===== src/rtl/ata_status_pkg.sv =====
package ata_status_pkg;

  // status bit order is visible to host software, so it is fixed
  typedef struct packed {
    logic bsy;
    logic drdy;
    logic df;
    logic dsc;
    logic drq;
    logic corr;
    logic zero;
    logic err;
  } status_t;

  localparam logic [2:0] REG_DATA = 3'd0;
  localparam logic [2:0] REG_CMD  = 3'd7;

endpackage


===== src/rtl/ata_rst_seq.sv =====
module ata_rst_seq #(
  parameter int RST_TIMEOUT = 200
) (
  input  logic clk,
  input  logic rst_n,
  input  logic srst_req,
  input  logic srst_hold,
  input  logic rst_done,
  output logic in_reset
);
  localparam int TW = $clog2(RST_TIMEOUT + 1);
  localparam logic [TW-1:0] TLAST = TW'(RST_TIMEOUT - 1);

  logic [TW-1:0] tmr;

  always_ff @(posedge clk or negedge rst_n) begin
    if (!rst_n) begin
      in_reset <= 1'b1;
      tmr      <= '0;
    end else if (srst_req) begin
      in_reset <= 1'b1;
      tmr      <= '0;
    end else if (in_reset && !srst_hold) begin
      if (rst_done || tmr == TLAST) begin
        in_reset <= 1'b0;
        tmr      <= '0;
      end else begin
        tmr <= tmr + 1'b1;
      end
    end
  end
endmodule


===== src/rtl/ata_xfer_cnt.sv =====
module ata_xfer_cnt #(
  parameter int WORDS = 256
) (
  input  logic clk,
  input  logic rst_n,
  input  logic clr,
  input  logic step,
  output logic last
);
  localparam int CW = (WORDS > 1) ? $clog2(WORDS) : 1;
  localparam logic [CW-1:0] CLAST = CW'(WORDS - 1);

  logic [CW-1:0] cnt;

  assign last = step && (cnt == CLAST);

  always_ff @(posedge clk or negedge rst_n) begin
    if (!rst_n)       cnt <= '0;
    else if (clr)     cnt <= '0;
    else if (last)    cnt <= '0;
    else if (step)    cnt <= cnt + 1'b1;
  end
endmodule


===== src/rtl/ata_intr.sv =====
module ata_intr (
  input  logic clk,
  input  logic rst_n,
  input  logic flush,
  input  logic raise,
  input  logic ack,
  output logic intrq
);
  // flush beats raise, raise beats acknowledge
  always_ff @(posedge clk or negedge rst_n) begin
    if (!rst_n)      intrq <= 1'b0;
    else if (flush)  intrq <= 1'b0;
    else if (raise)  intrq <= 1'b1;
    else if (ack)    intrq <= 1'b0;
  end
endmodule


===== src/rtl/ata_status_ctrl.sv =====
module ata_status_ctrl
  import ata_status_pkg::*;
#(
  parameter int RST_TIMEOUT  = 200,
  parameter int SECTOR_BYTES = 512,
  parameter int WORD_BYTES   = 2
) (
  input  logic        clk,
  input  logic        rst_n,
  input  logic        host_rd,
  input  logic        host_wr,
  input  logic [2:0]  host_addr,
  input  logic [7:0]  host_wdata,
  input  logic [15:0] tf_rdata,
  output logic [15:0] host_rdata,
  input  logic        dctl_wr,
  input  logic        dctl_srst,
  input  logic        dctl_nien,
  input  logic        spin_ready,
  input  logic        rst_done,
  input  logic        eng_sect_ready,
  input  logic        eng_done,
  input  logic        eng_err,
  input  logic        eng_df,
  input  logic        eng_corr,
  output logic        intrq,
  output logic        proto_viol,
  output logic        cmd_go,
  output logic [7:0]  cmd_code,
  output logic        sect_done
);
  localparam int WORDS = SECTOR_BYTES / WORD_BYTES;

  logic    in_reset, srst_q, nien_q;
  logic    cmd_bsy, cmd_act, drq_r, err_r, df_r, corr_r, rdy_r;
  logic    bsy, srst_req, cmd_wr, accept, reject;
  logic    data_acc, sect_rdy_ev, done_ev, sect_last, cnt_clr;
  logic    irq_flush, irq_raise, irq_ack;
  status_t sts;

  assign srst_req    = dctl_wr && dctl_srst;
  assign bsy         = in_reset || cmd_bsy;
  assign proto_viol  = host_wr && bsy;
  assign cmd_wr      = host_wr && !bsy && (host_addr == REG_CMD);
  assign accept      = cmd_wr && spin_ready;
  assign reject      = cmd_wr && !spin_ready;
  assign data_acc    = drq_r && !bsy && (host_rd || host_wr) && (host_addr == REG_DATA);
  assign sect_rdy_ev = eng_sect_ready && cmd_bsy && cmd_act && !in_reset;
  assign done_ev     = eng_done && cmd_bsy && cmd_act && !in_reset && !sect_rdy_ev;
  assign cnt_clr     = in_reset || srst_req || cmd_wr || sect_rdy_ev;

  ata_rst_seq #(.RST_TIMEOUT(RST_TIMEOUT)) u_rst (
    .clk       (clk),
    .rst_n     (rst_n),
    .srst_req  (srst_req),
    .srst_hold (srst_q),
    .rst_done  (rst_done),
    .in_reset  (in_reset)
  );

  ata_xfer_cnt #(.WORDS(WORDS)) u_cnt (
    .clk   (clk),
    .rst_n (rst_n),
    .clr   (cnt_clr),
    .step  (data_acc),
    .last  (sect_last)
  );

  assign irq_flush = in_reset || srst_req || accept;
  assign irq_raise = (done_ev || reject) && !nien_q;
  assign irq_ack   = host_rd && (host_addr == REG_CMD);

  ata_intr u_intr (
    .clk   (clk),
    .rst_n (rst_n),
    .flush (irq_flush),
    .raise (irq_raise),
    .ack   (irq_ack),
    .intrq (intrq)
  );

  always_ff @(posedge clk or negedge rst_n) begin
    if (!rst_n) begin
      srst_q    <= 1'b0;
      nien_q    <= 1'b0;
      cmd_bsy   <= 1'b0;
      cmd_act   <= 1'b0;
      drq_r     <= 1'b0;
      err_r     <= 1'b0;
      df_r      <= 1'b0;
      corr_r    <= 1'b0;
      rdy_r     <= 1'b0;
      cmd_go    <= 1'b0;
      cmd_code  <= '0;
      sect_done <= 1'b0;
    end else begin
      cmd_go    <= 1'b0;
      sect_done <= 1'b0;
      rdy_r     <= spin_ready && !in_reset && !srst_req;
      if (dctl_wr) begin
        srst_q <= dctl_srst;
        nien_q <= dctl_nien;
      end
      if (in_reset || srst_req) begin
        cmd_bsy <= 1'b0;
        cmd_act <= 1'b0;
        drq_r   <= 1'b0;
        err_r   <= 1'b0;
        df_r    <= 1'b0;
        corr_r  <= 1'b0;
      end else if (accept) begin
        cmd_bsy  <= 1'b1;
        cmd_act  <= 1'b1;
        drq_r    <= 1'b0;
        err_r    <= 1'b0;
        df_r     <= 1'b0;
        corr_r   <= 1'b0;
        cmd_go   <= 1'b1;
        cmd_code <= host_wdata;
      end else if (reject) begin
        cmd_act <= 1'b0;
        drq_r   <= 1'b0;
        err_r   <= 1'b1;
        df_r    <= 1'b0;
        corr_r  <= 1'b0;
      end else if (sect_rdy_ev) begin
        cmd_bsy <= 1'b0;
        drq_r   <= 1'b1;
      end else if (done_ev) begin
        cmd_bsy <= 1'b0;
        cmd_act <= 1'b0;
        drq_r   <= 1'b0;
        err_r   <= eng_err;
        df_r    <= eng_df;
        corr_r  <= eng_corr;
      end else if (sect_last) begin
        drq_r     <= 1'b0;
        cmd_bsy   <= 1'b1;
        sect_done <= 1'b1;
      end
    end
  end

  always_comb begin
    sts.bsy  = bsy;
    sts.drdy = rdy_r;
    sts.df   = df_r;
    sts.dsc  = rdy_r;
    sts.drq  = drq_r;
    sts.corr = corr_r;
    sts.zero = 1'b0;
    sts.err  = err_r;
  end

  assign host_rdata = (bsy || host_addr == REG_CMD) ? {8'h00, sts} : tf_rdata;

endmodule


===== config.mk =====
export PLATFORM = sky130hd
export DESIGN_NAME = ata_status_ctrl
export DESIGN_NICKNAME = d
export VERILOG_FILES = /design/src/rtl/ata_status_pkg.sv /design/src/rtl/ata_rst_seq.sv /design/src/rtl/ata_xfer_cnt.sv /design/src/rtl/ata_intr.sv /design/src/rtl/ata_status_ctrl.sv
export SDC_FILE = /design/constraint.sdc
export NUM_CORES = 1
export LEC_CHECK = 0
export CAP_MARGIN = 5
export CORE_MARGIN = 5
export CORE_UTILIZATION = 44
export CTS_CLUSTER_SIZE = 25
export DETAILED_ROUTE_END_ITERATION = 16
export PLACE_DENSITY_LB_ADDON = 0.05
export SLEW_MARGIN = 10
export SYNTH_ARGS = -nofsm -noshare
export SYNTH_HDL_FRONTEND = slang
export SYNTH_SLANG_ARGS = --single-unit
export TNS_END_PERCENT = 20

===== constraint.sdc =====
create_clock -name clk -period 2.4 [get_ports clk]
set_clock_uncertainty 0.1 [all_clocks]
set_input_delay 0.48 -clock clk [delete_from_list [all_inputs] [get_ports clk]]
set_output_delay 0.48 -clock clk [all_outputs]
set_load 0.02 [all_outputs]

# ---- After elaboration in Yosys (flattened, before gate mapping)
# Cells that the tools add are included.
dict set report totals {
  reg_bits 37
  out_inout_bits 28
}
dict set report op_classes {
  n_eq_ne 5
  reduce_logical 50
  bitwise 1
  n_mux 53
  n_addsub 2
}
# operator n
set ops {}
lappend ops {{$mux 8} 6}
lappend ops {{$mux 1} 46}
lappend ops {{$logic_and 1x1->1} 22}
lappend ops {{$add 8x1->8 const B} 2}
lappend ops {{$eq 8x8->1 const B} 2}
lappend ops {{$mux 16} 1}
lappend ops {{$logic_or 1x1->1} 9}
lappend ops {{$reduce_and 2->1} 4}
lappend ops {{$logic_not 1->1} 7}
lappend ops {{$reduce_bool 3->1} 2}
lappend ops {{$reduce_bool 6->1} 1}
lappend ops {{$reduce_bool 5->1} 1}
lappend ops {{$ne 4x3->1 const B} 1}
lappend ops {{$reduce_bool 2->1} 2}
lappend ops {{$reduce_bool 4->1} 1}
lappend ops {{$eq 3x3->1 const B} 1}
lappend ops {{$logic_not 3->1} 1}
lappend ops {{$ne 3x2->1 const B} 1}
lappend ops {{$not 1->1} 1}

# ---- Logic depth before layout (Yosys ltp)
# Gate-level depths: netlist of the first run.
dict set report depth {
  ltp_word 12
  ltp_mapped 5
  depth_no_buf 5
}

# ---- Modules after synthesis
# A second synthesis of the first run with hierarchy kept.
dict set report unflattened {
  hier_cells 202
  area_unflattened_um2 2049.5
}
# module instances cells_each area_each_um2
set modules_own_cells {}
lappend modules_own_cells {ata_status_ctrl 1 102 1074.8}
lappend modules_own_cells {ata_rst_seq 1 49 498.0}
lappend modules_own_cells {ata_xfer_cnt 1 47 432.9}
lappend modules_own_cells {ata_intr 1 4 43.8}

# ---- Worst setup path before layout of the first run
# OpenSTA, ideal clock, no wires.
dict set report synth_timing {
  path_kind {input port to output port}
  startpoint {input host_addr[2]}
  endpoint {output host_rdata[0]}
  slack_ns 0.210
  arrival_ns 1.610
  n_path_buf 0
  stages 3
  path_cell_list {and3_2 nor3_1 mux2_2}
}
dict set report synth_via {
  elab_chain_cells 3
}
# item line_no
set synth_rtl {}
lappend synth_rtl {{from (decl)} ata_status_ctrl.sv:12} ;# input logic [2:0] host_addr,
lappend synth_rtl {{$eq 3x3->1} ata_status_ctrl.sv:155} ;# assign host_rdata = (bsy || host_addr == REG_CMD) ? {8'h00, sts} : tf_rdata;
lappend synth_rtl {{$logic_or 1x1->1} ata_status_ctrl.sv:155}
lappend synth_rtl {{$mux 16} ata_status_ctrl.sv:155}
lappend synth_rtl {{to (decl)} ata_status_ctrl.sv:15} ;# output logic [15:0] host_rdata,
# No other way between the ends.

# ---- Final worst setup path of the first run
dict set report layout_timing {
  startpoint {input host_addr[2]}
  endpoint {output host_rdata[2]}
}
# Same word-level chain as after synthesis.

==> results of run 1 <==
-- cell usage after synthesis (all sizes together) (3+ instances only) --
cell type	count
dfrtp	36
nand2	26
a21oi	16
mux2	13
and3	12
o21ai	11
nand3	9
nor2	8
inv	6
mux2i	4
nand4	4
a211oi	3
and2	3
clkbuf	3
nand2b	3
xnor2	3
-- kinds of logic after synthesis --
kind of cell               after synthesis  synth area share, %
adders and majority gates                2                 1.31
DFF                                     37                 48.5
and+or+nand+nor                         78                 22.3
AOI/OAI and AO/OA                       43                 14.3
buffers and inverters                   10                 1.96
xor gates and xnor gates                 4                 1.83
muxes                                   17                 9.76
-- per-layer routing --
| metal | global-route usage [%] | vias to the layer above |
|---|---|---|
| li1 | - | 867 |
| met3 | 7.52 | 4 |
| met5 | 0 | - |
| met4 | 5.63 | 0 |
| met1 | 20.6 | 826 |
| met2 | 26.4 | 78 |
-- final cells by class --
class / count / area [µm²]
clock buffer: 6 / 82.6
clock inverter: 2 / 37.5
fill: 375 / 1440
inverter: 6 / 22.5
multi-input combinational: 144 / 963
sequential: 37 / 927
tap: 52 / 65.1
timing repair buffer: 82 / 754
-- what timing repair did --
item                       in CTS  in global routing
buffers inserted                0                  2
pin swaps                       0                  2
setup endpoints to repair      17                 13
gates resized for setup        42                  3
hold buffers                    0                  0
-- per-stage QoR --
stage               instance area [µm²]  setup WS (ns)  hold slack, ns
global placement                   2730         -0.503           0.382
global route                       2850         0.0302           0.418
finish                             2850         0.0963           0.389
floorplan                          1910          0.210          0.0844
detailed placement                 2730         -0.524           0.384
CTS                                2830        -0.0393           0.394
-- worst paths after layout --
path	slack, ns	to	start	cells past startpoint
worst max-delay path	0.1	host_rdata[2]	host_addr[2]	6
worst min-delay path	0.39	u_rst.tmr[2]	u_rst.tmr[2]	1
worst max register to register	0.39	cmd_code[0]	u_rst.in_reset	5
worst min register to register	0.39	u_rst.tmr[2]	u_rst.tmr[2]	1
max in group asynchronous	1.33	u_rst.in_reset	rst_n	2
min in group asynchronous	0.51	corr_r	rst_n	2
-- power breakdown --
part / internal (mW) / switching (mW)
Sequential: 0.662 / 0.0236
Clock: 0.338 / 0.224
Combinational: 0.195 / 0.186
Total: 1.19 / 0.434
-- registers in the layout, indices dropped and copies added, names as in the netlist --
register,count
sect_done,1
cmd_go,1
err_r,1
df_r,1
rdy_r,1
cmd_code,8
corr_r,1
cmd_act,1
nien_q,1
srst_q,1
u_rst.tmr,8
cmd_bsy,1
u_intr.intrq,1
u_cnt.cnt,8
drq_r,1
u_rst.in_reset,1
==> results.sh, run 1 <==
export IMPL_outcome="complete, no violations"
export IMPL_drt_met1_wl_mm=1.94
export IMPL_synthTopCellsByArea="dfrtp_1, mux2_2, nand2_1"
export IMPL_antenna_cells=0
export IMPL_die_area_um2=5760
export IMPL_seq_area_frac_synth_pct=48.5
export IMPL_cts_tree="yes"
export IMPL_path_common_cell="buf_4"
export IMPL_cpPeakStageDelay_ns=0.33
export IMPL_area_delta_synth_final_pct=49.3
export IMPL_route_met3_wl_um=599
export IMPL_p_leak_nw=1.33
export IMPL_min_period_ns=2.30
export IMPL_wire_per_inst_um=14.0
export IMPL_core_um2=4290
export IMPL_path_buf_inv=3
export IMPL_async_flop_share_pct=100
export IMPL_dp_cells=319
export IMPL_antenna_found_initial=0
export IMPL_fmax_mhz=434
export IMPL_syn_area_um2=1910
export IMPL_firstDrtPassIters=4
export IMPL_final_common_cell="clkdlybuf4s50_1"
export IMPL_worstSkewPairLatency_ns=0.28
export IMPL_crit_slowest_cell="mux2_2"
export IMPL_yosysUniqueCellTypes=43
export IMPL_maxSlewHeadroom_pct=68.3
export IMPL_clkTransAtPathRegs_ns=0.08
export IMPL_slew_violations=0
export IMPL_grt_pass1_vias=1660
export IMPL_hold_viol=0
export IMPL_dp_hpwl_mm=3.47
export IMPL_finalSetupTns_ns=0
export IMPL_dieHeight_um=75.9
export IMPL_io_pins=69
export IMPL_io_buffers=68
export IMPL_yosysWarnings=0
export IMPL_cts_root_buf="clkbuf_8"
export IMPL_rsz0062_at_grt="false"
export IMPL_cts_sinks=37
export IMPL_worstPathMaxFanout=6
export IMPL_cts_max_path_buffers=2
export IMPL_synthFlopType="dfrtp_1"
export IMPL_end_kind="output port"
export IMPL_cp_start_kind="input pin"
export IMPL_crit_path_cell_trace="dlygate4sd2_1 -> and3_4 -> nor3_2 -> buf_4 -> mux2_2 -> buf_4"
export IMPL_final_cell_mix="clkdlybuf4s50_1, dfrtp_1, nand2_1, a21oi_1, buf_4"
export IMPL_syn_num_nets=234
export IMPL_vias_per_cell=5.40
export IMPL_synth_avg_cell_area_um2=10.0
export IMPL_path_class="in -> out"
export IMPL_top_layer="met4"
export IMPL_first_iter_violations=81
export IMPL_synth_edf_count=0
export IMPL_ir_drop_v=0.000284
export IMPL_grt_pass1_wl_mm=7.31
export IMPL_cts_buffers_inserted=5
export IMPL_synth_top_area_share_pct=47.2
export IMPL_fin_crit_sh_pct=96.0
export IMPL_cpLargestDelayFamily="buffers and inverters"
export IMPL_die_x_um=75.9
export IMPL_stdcell_count=329
export IMPL_synthCells=191
export IMPL_crit_required_ns=1.82
export IMPL_htree_levels=2
export IMPL_setup_viol=0
export IMPL_drt_wl_total_mm=4.62
export IMPL_fin_total_pwr_mw=1.63
export IMPL_rows=24
export IMPL_final_core_util_pct=66.4
export IMPL_drv_cap=0
export IMPL_grtUsageTotal_pct=16.8
export IMPL_fin_nets=319
export IMPL_hold_class="reg -> reg"
export IMPL_initial_core_util_pct=44.5
export IMPL_drive_above_1_share_pct=17.3
export IMPL_overflow=0
export IMPL_grt_max_degree=38
export IMPL_crit_arrival_ns=1.72
export IMPL_powerDensity_nw_per_um2=571
export IMPL_routed_wl_met2_mm=2.04
export IMPL_drtAntennaViolNets=0
export IMPL_via_count=1775
export IMPL_worstMarginPinSlew_ns=0.475
export IMPL_place_congestion=0.810
export IMPL_drc=0
export IMPL_ys_ff_latch=37
export IMPL_yosys_area_top_type="dfrtp_1"
Power figures use the tool's default switching activity.
==> run 2: changes to the inputs <==
--- a/config.mk
+++ b/config.mk
@@ -8,11 +8,12 @@
 export CAP_MARGIN = 5
 export CORE_MARGIN = 5
 export CORE_UTILIZATION = 44
+export CTS_CLUSTER_DIAMETER = 150
 export CTS_CLUSTER_SIZE = 25
 export DETAILED_ROUTE_END_ITERATION = 16
-export PLACE_DENSITY_LB_ADDON = 0.05
+export PLACE_DENSITY_LB_ADDON = 0.08
 export SLEW_MARGIN = 10
 export SYNTH_ARGS = -nofsm -noshare
 export SYNTH_HDL_FRONTEND = slang
 export SYNTH_SLANG_ARGS = --single-unit
-export TNS_END_PERCENT = 20
+export TNS_END_PERCENT = 10
==> run 2 against run 1 <==
Maximum frequency grew 5.9%; die area unchanged; global-route usage is 0.064 points lower; clock-buffer cell count decreased by 1; total power shrank 0.54%; cell area is 0.96% higher; largest power group unchanged.
==> results.sh, run 2 (same netlist as run 1, synthesis figures left out) <==
export IMPL_outcome="complete, no violations"
export IMPL_final_cell_mix="clkdlybuf4s50_1, dfrtp_1, nand2_1, a21oi_1, buf_4"
export IMPL_drtAntennaViolNets=0
export IMPL_setup_viol=0
export IMPL_drv_cap=0
export IMPL_cts_max_path_buffers=2
export IMPL_hold_viol=0
export IMPL_grtUsageTotal_pct=16.8
export IMPL_worstPathMaxFanout=6
export IMPL_maxSlewHeadroom_pct=68.9
export IMPL_via_count=1768
export IMPL_fin_total_pwr_mw=1.62
export IMPL_r2r_slack_ns=0.57
export IMPL_drt_wl_total_mm=4.64
export IMPL_min_period_ns=2.18
export IMPL_end_kind="output port"
export IMPL_clkTransAtPathRegs_ns=0.08
export IMPL_stdcell_count=328
export IMPL_die_area_um2=5760
export IMPL_cts_root_buf="clkbuf_8"
export IMPL_powerDensity_nw_per_um2=562
export IMPL_rr_endpoint="cmd_code[2]"
export IMPL_drc=0
export IMPL_hold_depth=1
export IMPL_grt_pass1_vias=1685
export IMPL_place_ws_ns=-0.503
export IMPL_whs_endpoint="u_rst.tmr[2]"
export IMPL_cts_buffers_inserted=5
export IMPL_hold_class="reg -> reg"
export IMPL_dieHeight_um=75.9
export IMPL_antenna_cells=0
export IMPL_rsz0062_at_grt="false"
export IMPL_dp_hpwl_mm=3.57
export IMPL_grt_max_degree=38
export IMPL_worstSkewPairLatency_ns=0.29
export IMPL_grt_pass1_wl_mm=7.32
export IMPL_fin_crit_sh_pct=90.7
export IMPL_antenna_found_initial=0
export IMPL_hold_ws_ns=0.399
export IMPL_slew_violations=0
export IMPL_ir_drop_v=0.000314
export IMPL_io_pins=69
export IMPL_area_delta_synth_final_pct=50.8
export IMPL_rows=24
export IMPL_r2r_start="u_rst.in_reset"
export IMPL_cts_tree="yes"
export IMPL_dp_cells=319
export IMPL_final_core_util_pct=67.1
export IMPL_largestRegisters="cmd_code x8, u_cnt.cnt x8, u_rst.tmr x8"
export IMPL_p_leak_nw=1.35
export IMPL_layout_setup_ws_ns=0.224
export IMPL_final_common_cell="clkdlybuf4s50_1"
export IMPL_place_congestion=0.791
export IMPL_path_class="in -> out"
export IMPL_wire_per_inst_um=14.1
export IMPL_reg2reg_depth=4
export IMPL_first_iter_violations=81
export IMPL_crit_required_ns=1.82
export IMPL_cts_sinks=37
export IMPL_htree_levels=2
export IMPL_drive_above_1_share_pct=17.0
export IMPL_cp_start_kind="input pin"
export IMPL_vias_per_cell=5.39
export IMPL_firstDrtPassIters=4
export IMPL_die_x_um=75.9
export IMPL_crit_arrival_ns=1.60
export IMPL_io_buffers=68
export IMPL_worstMarginPinSlew_ns=0.467
export IMPL_initial_core_util_pct=44.5
export IMPL_fin_nets=318
export IMPL_hp_start="u_rst.tmr[2]"
export IMPL_overflow=0
export IMPL_core_um2=4290
export IMPL_fmax_mhz=460
## run 2: changes by cell type in the layout (fill, tap and decap cells not counted), sizes merged
cell / previous run / this run
clkinv: 0 / 1
clkbuf: 6 / 5
buf: 20 / 19
dlygate4sd2: 12 / 10
dlymetal6s2s: 2 / 4
## run 2: how the worst max path moves through the flow
stage	start	endpoint	slack, ns	depth (start not counted)
after floorplan	host_addr[2]	host_rdata[0]	0.21	3
after global placement	host_addr[2]	host_rdata[2]	-0.50	6
after detailed placement	host_addr[2]	host_rdata[3]	-0.50	6
after CTS	host_addr[2]	host_rdata[5]	-0.08	6
after global routing	host_addr[0]	host_rdata[3]	0.17	6
final	host_addr[0]	host_rdata[3]	0.22	6
## run 2: area by class of cell
type	instances	area, µm²
inverter	6	22.5
sequential	37	927
clock inverter	3	46.3
clock buffer	5	68.8
timing repair buffer	81	771
multi-input combinational	144	980
fill	372	1410
tap	52	65.1
## run 2: report_power, final
group / total (mW) / switching [mW] / internal [mW]
registers: 0.686 / 0.0239 / 0.662
logic: 0.394 / 0.190 / 0.204
clock network: 0.539 / 0.228 / 0.311
## run 2: worst max-delay path, stage by stage
cell and delay, ns:
dlymetal6s2s_1 0.13, and3_4 0.20, nor3_2 0.15, buf_4 0.19, mux2_4 0.31, buf_6 0.13
## run 2: timing repair
action / 4_1_cts / 5_1_grt
pin swaps: 0 / 2
gates resized for setup: 36 / 18
endpoints found under the setup margin: 16 / 11
hold endpoints to repair: 0 / 0
setup buffers: 0 / 1
hold buffers: 0 / 0
## run 2: through the flow
stage               setup TNS [ns]  area [µm²]
floorplan                        0        1910
global placement             -5.36        2730
detailed placement           -5.64        2730
CTS                         -0.326        2810
global route                     0        2880
finish                           0        2880
## run 2: routing by layer
| layer | routed length [µm] | share of wire, % | GRT usage, % |
|---|---|---|---|
| met4 | 55 | 1.2 | 6.21 |
| met3 | 543 | 12 | 6.07 |
| met1 | 1960 | 42 | 20.9 |
| met5 | 0 | 0 | 0 |
| met2 | 2090 | 45 | 26.6 |
